--- config.mk ---
export PLATFORM = sky130hd
export DESIGN_NAME = frame_list_addr_gen
export DESIGN_NICKNAME = d
export VERILOG_FILES = /design/src/rtl/fl_pkg.sv /design/src/rtl/uframe_counter.sv /design/src/rtl/entry_addr_map.sv /design/src/rtl/frame_list_addr_gen.sv
export SDC_FILE = /design/constraint.sdc
export NUM_CORES = 1
export LEC_CHECK = 0
export BUFFER_PORTS_ARGS = -buffer_cell sky130_fd_sc_hd__buf_2
export CAP_MARGIN = 5
export CORE_MARGIN = 2
export CORE_UTILIZATION = 43
export CTS_CLUSTER_SIZE = 28
export DETAILED_ROUTE_END_ITERATION = 7
export GPL_TIMING_DRIVEN = 0
export PLACE_DENSITY_LB_ADDON = 0.08
export SLEW_MARGIN = 20
export SYNTH_ARGS = -nofsm -noshare
export SYNTH_HDL_FRONTEND = slang
export SYNTH_SLANG_ARGS = --single-unit
--- constraint.sdc ---
create_clock -name clk -period 3 [get_ports clk]
set_clock_uncertainty 0.15 [all_clocks]
set_input_delay 0.3 -clock clk [delete_from_list [all_inputs] [get_ports clk]]
set_output_delay 0.3 -clock clk [all_outputs]
set_load 0.1 [all_outputs]
--- src/rtl/fl_pkg.sv ---
package fl_pkg;
    localparam int IDX_W     = 14;
    localparam int SLOT_W    = 3;
    localparam int ENT_W     = IDX_W - SLOT_W - 1;   // 10 entry bits, index[12:3]
    localparam int ADDR_W    = 32;
    localparam int PAGE_BITS = 12;
    localparam int PAGE_W    = ADDR_W - PAGE_BITS;

    typedef enum logic [1:0] {
        LIST_1024 = 2'b00,
        LIST_512  = 2'b01,
        LIST_256  = 2'b10,
        LIST_256B = 2'b11
    } list_size_e;

    typedef struct packed {
        logic [ENT_W-1:0]  entry;
        logic [SLOT_W-1:0] slot;
    } idx_view_t;

    function automatic logic [ENT_W-1:0] entry_mask(input list_size_e sz);
        logic [ENT_W-1:0] m;
        case (sz)
            LIST_1024: m = {ENT_W{1'b1}};
            LIST_512:  m = {1'b0, {(ENT_W-1){1'b1}}};
            default:   m = {2'b00, {(ENT_W-2){1'b1}}};
        endcase
        return m;
    endfunction
endpackage

--- src/rtl/uframe_counter.sv ---
module uframe_counter
    import fl_pkg::*;
(
    input  logic             clk,
    input  logic             rst,
    input  logic             run,
    input  logic             utick,
    input  logic             ld_en,
    input  logic [IDX_W-1:0] ld_val,
    output logic [IDX_W-1:0] idx,
    output logic             wrap_strobe
);
    localparam logic [SLOT_W-1:0] SLOT_LAST = {SLOT_W{1'b1}};

    logic step;
    assign step = run && utick && !ld_en;

    always_ff @(posedge clk) begin
        if (rst) begin
            idx         <= '0;
            wrap_strobe <= 1'b0;
        end else begin
            if (ld_en)
                idx <= ld_val;
            else if (step)
                idx <= idx + 1'b1;
            wrap_strobe <= step && (idx[SLOT_W-1:0] == SLOT_LAST);
        end
    end

    assert_step_R2: assert property (@(posedge clk) disable iff (rst)
        (run && utick && !ld_en) |=> idx == $past(idx) + 1'b1);

    assert_hold_R3: assert property (@(posedge clk) disable iff (rst)
        (!run && !ld_en) |=> $stable(idx));

    assert_load_R8: assert property (@(posedge clk) disable iff (rst)
        ld_en |=> (idx == $past(ld_val)) && !wrap_strobe);

    assert_pulse_R7: assert property (@(posedge clk) disable iff (rst)
        wrap_strobe |=> !wrap_strobe);
endmodule

--- src/rtl/entry_addr_map.sv ---
module entry_addr_map
    import fl_pkg::*;
(
    input  logic [IDX_W-1:0]  idx,
    input  logic [PAGE_W-1:0] base_page,
    input  list_size_e        size,
    output logic [ADDR_W-1:0] addr,
    output logic [SLOT_W-1:0] slot
);
    localparam int PAD_W = PAGE_BITS - ENT_W;   // byte offset of a 4-byte entry

    idx_view_t        view;
    logic [ENT_W-1:0] ent;

    assign view = idx[IDX_W-2:0];
    assign ent  = view.entry & entry_mask(size);
    assign slot = view.slot;

    generate
        if (PAD_W > 0) begin : g_pad
            assign addr = {base_page, ent, {PAD_W{1'b0}}};
        end else begin : g_nopad
            assign addr = {base_page, ent};
        end
    endgenerate
endmodule

--- src/rtl/frame_list_addr_gen.sv ---
module frame_list_addr_gen
    import fl_pkg::*;
(
    input  logic              clk,
    input  logic              rst,
    input  logic              run,
    input  logic              utick,
    input  logic              ld_en,
    input  logic [IDX_W-1:0]  ld_val,
    input  logic [PAGE_W-1:0] base_page,
    input  logic [1:0]        size_sel,
    output logic [ADDR_W-1:0] entry_addr,
    output logic [SLOT_W-1:0] uslot,
    output logic              new_entry
);
    logic [IDX_W-1:0] idx;
    list_size_e       size;

    assign size = list_size_e'(size_sel);

    uframe_counter u_cnt (
        .clk        (clk),
        .rst        (rst),
        .run        (run),
        .utick      (utick),
        .ld_en      (ld_en),
        .ld_val     (ld_val),
        .idx        (idx),
        .wrap_strobe(new_entry)
    );

    entry_addr_map u_map (
        .idx      (idx),
        .base_page(base_page),
        .size     (size),
        .addr     (entry_addr),
        .slot     (uslot)
    );

    assert_strobe_slot0_R7: assert property (@(posedge clk) disable iff (rst)
        new_entry |-> uslot == '0);

    assert_small_list_R6: assert property (@(posedge clk) disable iff (rst)
        (size_sel[1]) |-> entry_addr[PAGE_BITS-1:PAGE_BITS-2] == 2'b00);

    assert_word_align_R5: assert property (@(posedge clk) disable iff (rst)
        entry_addr[1:0] == 2'b00);
endmodule

## Word-level counts from Yosys, hierarchy flattened

Index checks and enable logic that the tools add are counted.

- Register bits after elaboration: 15
- Input port bits: 41
- Bits in writable memories: 0
- Memories kept: 0
- Logic and storage cells: 15
- Latch bits: 0
- Memory bits (read-only): 0

- Add/sub/neg operators: 1
- Shift-type cells: 0
- Eq/ne operators: 2
- $mul: 0
- Bitwise operators: 1
- Multiplexer cells: 3
- Reduce and logical (&&, ||, !) cells: 6
- Magnitude comparators: 0
- Divide/modulo/power cells: 0

Operators by type and width:

| cell | count |
|---|---|
| 14-bit two-way mux | 2 |
| 10-bit case mux with 2 select lines | 1 |
| 14-bit by 1-bit adder with 14-bit output (second input constant) | 1 |
| 10-bit bitwise AND | 1 |
| 3-bit == test (second input constant) | 1 |
| 1-bit logical AND | 3 |
| 2-bit by 1-bit == test with 1-bit output (second input constant) | 1 |
| 2-bit logical NOT | 1 |
| 2-bit nonzero test | 1 |
| 1-bit logical NOT | 1 |

## Depth between registers and ports, before layout

Gate-level depths: netlist (run 1).

- Depth in word-level cells: 4
- Mapped depth: 5

## Hierarchy

From an unflattened synthesis (run 1), not the netlist that was laid out.

- Cells, all modules: 133
- Area, all modules: 1,091.0 sq um

Modules (own cells, without submodules):

| module | area an instance (sq um) | times used | seq. area each (sq um) | cells an instance |
|---|---|---|---|---|
| uframe_counter | 820.8 | 1 | 300.3 | 97 |
| entry_addr_map | 270.3 | 1 | 0.0 | 36 |

## Worst setup path before layout (run 1)

No wires, ideal clock.

- Path kind: reg-to-output
- From: reg u_cnt.idx[12]
- To: out entry_addr[11]
- Stages on the path, launching flop included: 2
- Path slack: 0.001 ns
- Data arrival time: 2.549 ns
- Buffers on the path: 0
- Path through: dfxtp_1 -> nor3b_1

- Cells in the longest elaborated chain, start to end: 1

RTL lines:

| what | line | source |
|---|---|---|
| start, declared | uframe_counter.sv:10 | `output logic [IDX_W-1:0] idx,` |
| start signal, assigned | uframe_counter.sv:24 | `idx <= ld_val;` |
| start signal, assigned | uframe_counter.sv:26 | `idx <= idx + 1'b1;` |
| 10-bit bitwise AND | entry_addr_map.sv:16 | `assign ent = view.entry & entry_mask(size);` |
| end, declared | frame_list_addr_gen.sv:12 | `output logic [ADDR_W-1:0] entry_addr,` |

Every way passes these cells.

## Final worst setup path (run 1)

- From: reg u_cnt.idx[2]
- To: out uslot[2]

RTL lines:

| what | line | source |
|---|---|---|
| end, declared | frame_list_addr_gen.sv:13 | `output logic [SLOT_W-1:0] uslot,` |

No word-level cell between the ends.

==> summary.md, run 1 <==
| Metric | Value |
|---|---|
| Status | `finished, final reports clean` |
| DR vias | `1,038` |
| Post-Route WL | `approximately 2400 um` |
| DP Worst Slack | `1370 ps` |
| Initial antenna violation count | `0` |
| Final core occ | `58.6%` |
| Total clock sinks | `14` |
| Clk buf depth | `2` |
| LEAKAGE | `0.687 nW` |
| CP Cell Sequence | `buf_4 > buf_2` |
| Post-Syn Area | `1070 um^2` |
| Period utilization | `60.8%` |
| DRC viols | `0` |
| Detailed-route wire length per cell | `11.2 um` |
| Final cell count without fillers | `215` |
| Post-CTS Resized | `0` |
| DP Area | `between 1000 and 1500 um^2` |
| Pin count of the biggest net entering global routing | `11` |
| Cells after DPL | `211` |
| RSZ-0062 raised after global routing | `no` |
| Initial core utilization | `about 44%` |
| Area Growth Syn to Fin | `32.1%` |
| Initial DRC Count | `14` |
| Max Fclk | `548 MHz` |
| Pins Over Slew Limit | `0` |
| DIE WIDTH | `about 54 um` |
| Hold-fix buffers, CTS | `0` |
| Fraction of layout cells with a size suffix above 1 | `53.5%` |
| Placer Congestion | `0.793` |
| Hold slack | `112 ps` |
| Crit path required time | `2550 ps` |
| CP max stage delay | `520 ps` |
| Total design power | `~0.67 mW` |
| GRT Total Usage | `16.8%` |
| Largest cells by area after synthesis | `dfxtp_1, buf_4, xnor2_1, a211oi_1, nor2_1` |
| Post-synth top area share | `26.2%` |
| Buf/Inv on CP | `2` |
| Most area-hungry cell type in the Yosys netlist | `dfxtp_1` |
| Post-synthesis sequential area ratio | `26.2%` |
| Peak supply drop | `364 uV` |
| Die H | `53.9 um` |
| CP arrival | `1370 ps` |
| Rel. slew slack | `65.8%` |
| Synth Instances | `127` |
| Clock latency on the worst-skew pair | `~270 ps` |
| Ant. Diodes | `0` |
| FP Rows | `18` |
| Total congestion overflow | `0` |
| Routed Antenna Nets | `0` |
| Post-DP HPWL | `approximately 1900 um` |
| Inserted Clock Buffers | `3` |
| Vias per cell | `4.83` |
| Number of synthesized flops with an enable pin | `0` |
| Final Hold Viols | `0` |
| Hold Path Class | `in -> reg` |
| Die ar. | `~2900 um^2` |
| Min Tclk post-route | `1820 ps` |
| TritonRoute pass-1 iters | `4` |
| Max H-tree Level | `1` |
| Synth Flop Type | `dfxtp_1` |
| FFs w/ async S/R, synth | `0%` |
| Setup Viol. Count Final | `0` |
| Slowest-stage cell, CP | `dfxtp_1` |
| Startpoint Class | `flip-flop` |
| Yosys cell types | `32` |
| Class of the most critical setup path | `reg -> out` |
| Root buf cell | `clkbuf_4` |
| First-pass GRT wire length | `~3600 um` |
| Setup bufs post-CTS | `0` |
| # nets final | `between 200 and 250` |
| Core area | `2410 um^2` |
| Yosys warning count | `0` |
| CP Capture Type | `primary output` |
| Finished Cell Area | `around 1400 um^2` |
| Vias in the first global route | `844` |
| TNS Setup | `0 ps` |
| CTS clk-pin slew, worst paths | `roughly 90 ps` |
| Power Dens Cells | `approximately 470 nW/um^2` |
| Worst-Margin Slew | `513 ps` |
| CP top delay family | `buffers and inverters` |
| CTS tree | `done` |
| PortBufs | `53` |
| Synthesized area per cell | `8.41 um^2` |
| Max-Cap Viols | `0` |
| Io pins | `77` |
| CP max FO | `8` |
| Synthesis-stage register bit count | `14` |
| Final worst slack | `1180 ps` |
## layer usage
metal | GRT usage [%] | vias up | part of all wire [%]
met3 | 2.50 | 8 | 9.3
met2 | 29.5 | 66 | 47
met5 | 0 | - | 0
li1 | - | 524 | -
met1 | 20.8 | 440 | 42
met4 | 5.56 | 0 | 1.1
## Yosys cell counts, types with 2 or more instances
library cell,number
a211oi_1,5
a21oi_1,3
a311oi_1,2
and2_1,2
and3_1,3
buf_2,2
buf_4,33
clkbuf_1,2
dfxtp_1,14
ha_1,2
inv_1,4
nand2_1,7
nand3_1,3
nand4_1,5
nor2_1,10
nor4_2,2
o22ai_1,4
xnor2_1,7
xor2_1,4
## cells by family after synthesis
logic type | synth area share, %
buffers and inverters | 26.2
and+or+nand+nor | 24.5
AOI/OAI and AO/OA | 11.4
DFF | 26.2
xor gates and xnor gates | 9.02
adders and majority gates | 2.34
other | 0.351
## final timing paths
path | startpoint | to | slack, ps | cells after the start
max | u_cnt.idx[2]$_SDFFE_PP0P_ | uslot[2] | 1180 | 2
min reg2reg | u_cnt.idx[1]$_SDFFE_PP0P_ | u_cnt.idx[1]$_SDFFE_PP0P_ | 430 | 2
max reg2reg | u_cnt.idx[0]$_SDFFE_PP0P_ | u_cnt.idx[12]$_SDFFE_PP0P_ | 1350 | 5
min | ld_val[10] | u_cnt.idx[10]$_SDFFE_PP0P_ | 110 | 3
## cells in the final DEF (no fill, tap or decap), types with 2 or more instances in the layout
cell and count:
buf_2 55, buf_4 33, dfxtp_1 14, nor2_1 10, nand2_1 7, xnor2_1 7
a211oi_1 5, nand4_1 5, inv_1 4, xor2_1 4, o22ai_1 4, nand3_1 3
and3_1 3, a21oi_1 3, clkbuf_4 3, clkbuf_1 2, and2_1 2, a311oi_1 2
nor4_2 2, ha_1 2, conb_1 2
## final cells by class
cell class / count / area (um^2)
buffer: 37 / 265
clock buffer: 4 / 36.3
fill: 234 / 998
inverter: 4 / 15.0
multi-input combinational: 73 / 512
sequential: 14 / 280
tap: 30 / 37.5
timing repair buffer: 53 / 265
## worst register-to-register path, cell delays in order (launching register included)
cell	delay, ps
dfxtp_1	480
ha_1	310
inv_1	70
nor4_2	290
xnor2_1	150
o22ai_1	90
## report_power, final
group          switching [mW]  internal, mW  total, mW
Sequential             0.0192         0.198      0.217
Combinational           0.239        0.0744      0.314
Clock                  0.0631        0.0737      0.137
Total                   0.321         0.346      0.667
## flip-flops by register name, indices dropped and copies added (netlist names)
signal,count
u_cnt.idx,13
u_cnt.wrap_strobe,1
Power figures use the tool's default switching activity.
==> inputs of run 2 (changes only) <==
--- a/config.mk
+++ b/config.mk
@@ -8,7 +8,7 @@
 export BUFFER_PORTS_ARGS = -buffer_cell sky130_fd_sc_hd__buf_2
 export CAP_MARGIN = 5
 export CORE_MARGIN = 2
-export CORE_UTILIZATION = 43
+export CORE_UTILIZATION = 40
 export CTS_CLUSTER_SIZE = 28
 export DETAILED_ROUTE_END_ITERATION = 7
 export GPL_TIMING_DRIVEN = 0
==> constraint.sdc (replaced) <==
create_clock -name clk -period 1.7 [get_ports clk]
set_clock_uncertainty 0.15 [all_clocks]
set_input_delay 0.17 -clock clk [delete_from_list [all_inputs] [get_ports clk]]
set_output_delay 0.17 -clock clk [all_outputs]
set_load 0.1 [all_outputs]
==> run 2 against run 1 <==
  * Combinational power up 79%
  * Wire length down 1.4%
  * Die area up 6.9%
  * Global-route usage down 2.2 points
  * Setup slack worse by 1100 ps
  * Sequential power up 76%
  * Non-clock buffer count up 5
  * Clock-buffer cell count unchanged
  * Critical endpoint is now uslot[0]
==> summary.md, run 2 (same netlist as run 1, synthesis figures left out) <==
| Metric | Value |
|---|---|
| Status | `finished, final reports clean` |
| Io pins | `77` |
| DR vias | `around 1,000` |
| Max H-tree Level | `1` |
| Routed Antenna Nets | `0` |
| TritonRoute pass-1 iters | `2` |
| CP Capture Type | `primary output` |
| Hold Path Class | `in -> reg` |
| Startpoint Class | `flip-flop` |
| Pin count of the biggest net entering global routing | `11` |
| Root buf cell | `clkbuf_4` |
| Peak supply drop | `roughly 540 uV` |
| Reg2reg start | `u_cnt.idx[1]$_SDFFE_PP0P_` |
| DRC viols | `0` |
| Worst setup path end | `uslot[0]` |
| LEAKAGE | `between 0.7 and 0.8 nW` |
| CP max FO | `6` |
| CP arrival | `1300 ps` |
| CTS clk-pin slew, worst paths | `90 ps` |
| Initial antenna violation count | `0` |
| Initial DRC Count | `12` |
| Top Registers | `u_cnt.idx: 13 flops, u_cnt.wrap_strobe: 1 flops` |
| Total clock sinks | `14` |
| Crit path required time | `1380 ps` |
| Area Growth Syn to Fin | `38.2%` |
| Post-DP HPWL | `just under 2000 um` |
| Cell count of the worst reg-to-reg path | `5` |
| Ant. Diodes | `0` |
| Commonest non-fill, non-tap cell in the layout | `buf_2` |
| Die H | `55.7 um` |
| Largest register FFs | `13` |
| Max-Cap Viols | `0` |
| Most flops, register | `u_cnt.idx` |
| Final Hold Viols | `0` |
| Register area | `280 um^2` |
| Fraction of layout cells with a size suffix above 1 | `53.7%` |
| Period utilization | `95.4%` |
| Multi-input combinational cell area | `approximately 520 um^2` |
| Class of the most critical setup path | `reg -> out` |
| Max Fclk | `between 600 and 700 MHz` |
| Vias in the first global route | `891` |
| # nets final | `234` |
| FP Rows | `18` |
| Detailed-route wire length per cell | `~11 um` |
| Placer Congestion | `between 0.7 and 0.8` |
| Most frequent cells in the layout | `buf_2, buf_4, dfxtp_1` |
| Cells after DPL | `211` |
| Worst Setup SP | `u_cnt.idx[0]$_SDFFE_PP0P_` |
| Fill count | `approximately 240` |
| Post-Route WL | `2370 um` |
| Final core occ | `roughly three fifths` |
| Pins Over Slew Limit | `0` |
| Clock latency on the worst-skew pair | `280 ps` |
| Die ar. | `3100 um^2` |
| Power Dens Cells | `805 nW/um^2` |
| Reg-to-reg endpoint | `u_cnt.idx[12]$_SDFFE_PP0P_` |
| Core area | `2500 um^2` |
| Min Tclk post-route | `1620 ps` |
| Setup bufs post-CTS | `0` |
| Final cell count without fillers | `between 200 and 250` |
| Vias per cell | `4.66` |
| DIE WIDTH | `55.7 um` |
| RSZ-0062 raised after global routing | `no` |
| GRT Total Usage | `14.7%` |
| PortBufs | `53` |
| First-pass GRT wire length | `3770 um` |
| Inserted Clock Buffers | `3` |
| Setup Viol. Count Final | `0` |
| Initial core utilization | `42.7%` |
| Hold slack | `4.69 ps` |
| Total congestion overflow | `0` |
| Reg2reg setup slack | `120 ps` |
| Clk buf depth | `2` |
| CTS tree | `done` |
| TNS Setup | `0 ps` |
## run 2: changes by cell type in the layout (fill, tap and decap cells not counted), sizes merged
cell / before / now
buf: 88 / 87
clkbuf: 6 / 7
dlygate4sd3: 0 / 5
## run 2: worst min-delay path by stage
stage          startpoint                         end  cells past startpoint  slack (ps)
2_1_floorplan         rst   u_cnt.idx[1]$_SDFFE_PP0P_                      1          90
3_3_place_gp   ld_val[10]  u_cnt.idx[10]$_SDFFE_PP0P_                      3         250
3_5_place_dp   ld_val[10]  u_cnt.idx[10]$_SDFFE_PP0P_                      3         250
4_1_cts         ld_val[4]   u_cnt.idx[4]$_SDFFE_PP0P_                      3         0.5
5_1_grt         ld_val[4]   u_cnt.idx[4]$_SDFFE_PP0P_                      3         0.2
6_report        ld_val[4]   u_cnt.idx[4]$_SDFFE_PP0P_                      3           5
## run 2: what timing repair did
item                                    in CTS  in global routing
gates cloned                                 0                  0
hold buffers                                 5                  0
endpoints found under the hold margin        5                  0
pin swaps                                    0                  0
endpoints found under the setup margin       1                  3
resized for setup                            1                  2
## run 2: layer usage
metal,vias to the layer above,global-route usage (%),share of wire [%],routed length (um)
met4,0,4.18,0.89,21
met3,2,3.26,9.0,213
met2,50,25.5,48,1140
li1,536,-,-,-
met5,-,0,0,0
met1,438,18.0,42,993
## run 2: per-stage QoR
stage,worst slack [ps],area [um^2],power (mW)
2_1_floorplan,-172,1080,0.861
3_3_place_gp,107,1380,0.940
3_5_place_dp,84.4,1380,0.944
4_1_cts,45.8,1470,1.20
5_1_grt,16.8,1480,1.24
6_report,78.5,1480,1.19
## run 2: cell type report
cell class / instances / share of cell area [%]
sequential: 14 / 19.0
timing repair buffer: 58 / 21.7
multi-input combinational: 73 / 35.3
inverter: 4 / 1.02
tap: 30 / 2.54
clock buffer: 4 / 2.46
buffer: 37 / 18.0
## run 2: where the power goes
group / internal [mW] / switching [mW] / total, mW
clock network: 0.130 / 0.112 / 0.242
registers: 0.349 / 0.0339 / 0.383
logic: 0.141 / 0.422 / 0.563
## run 2: worst max-delay path: stages, from the launching register on
cell and delay, ps:
dfxtp_1 460, buf_4 150, buf_2 410
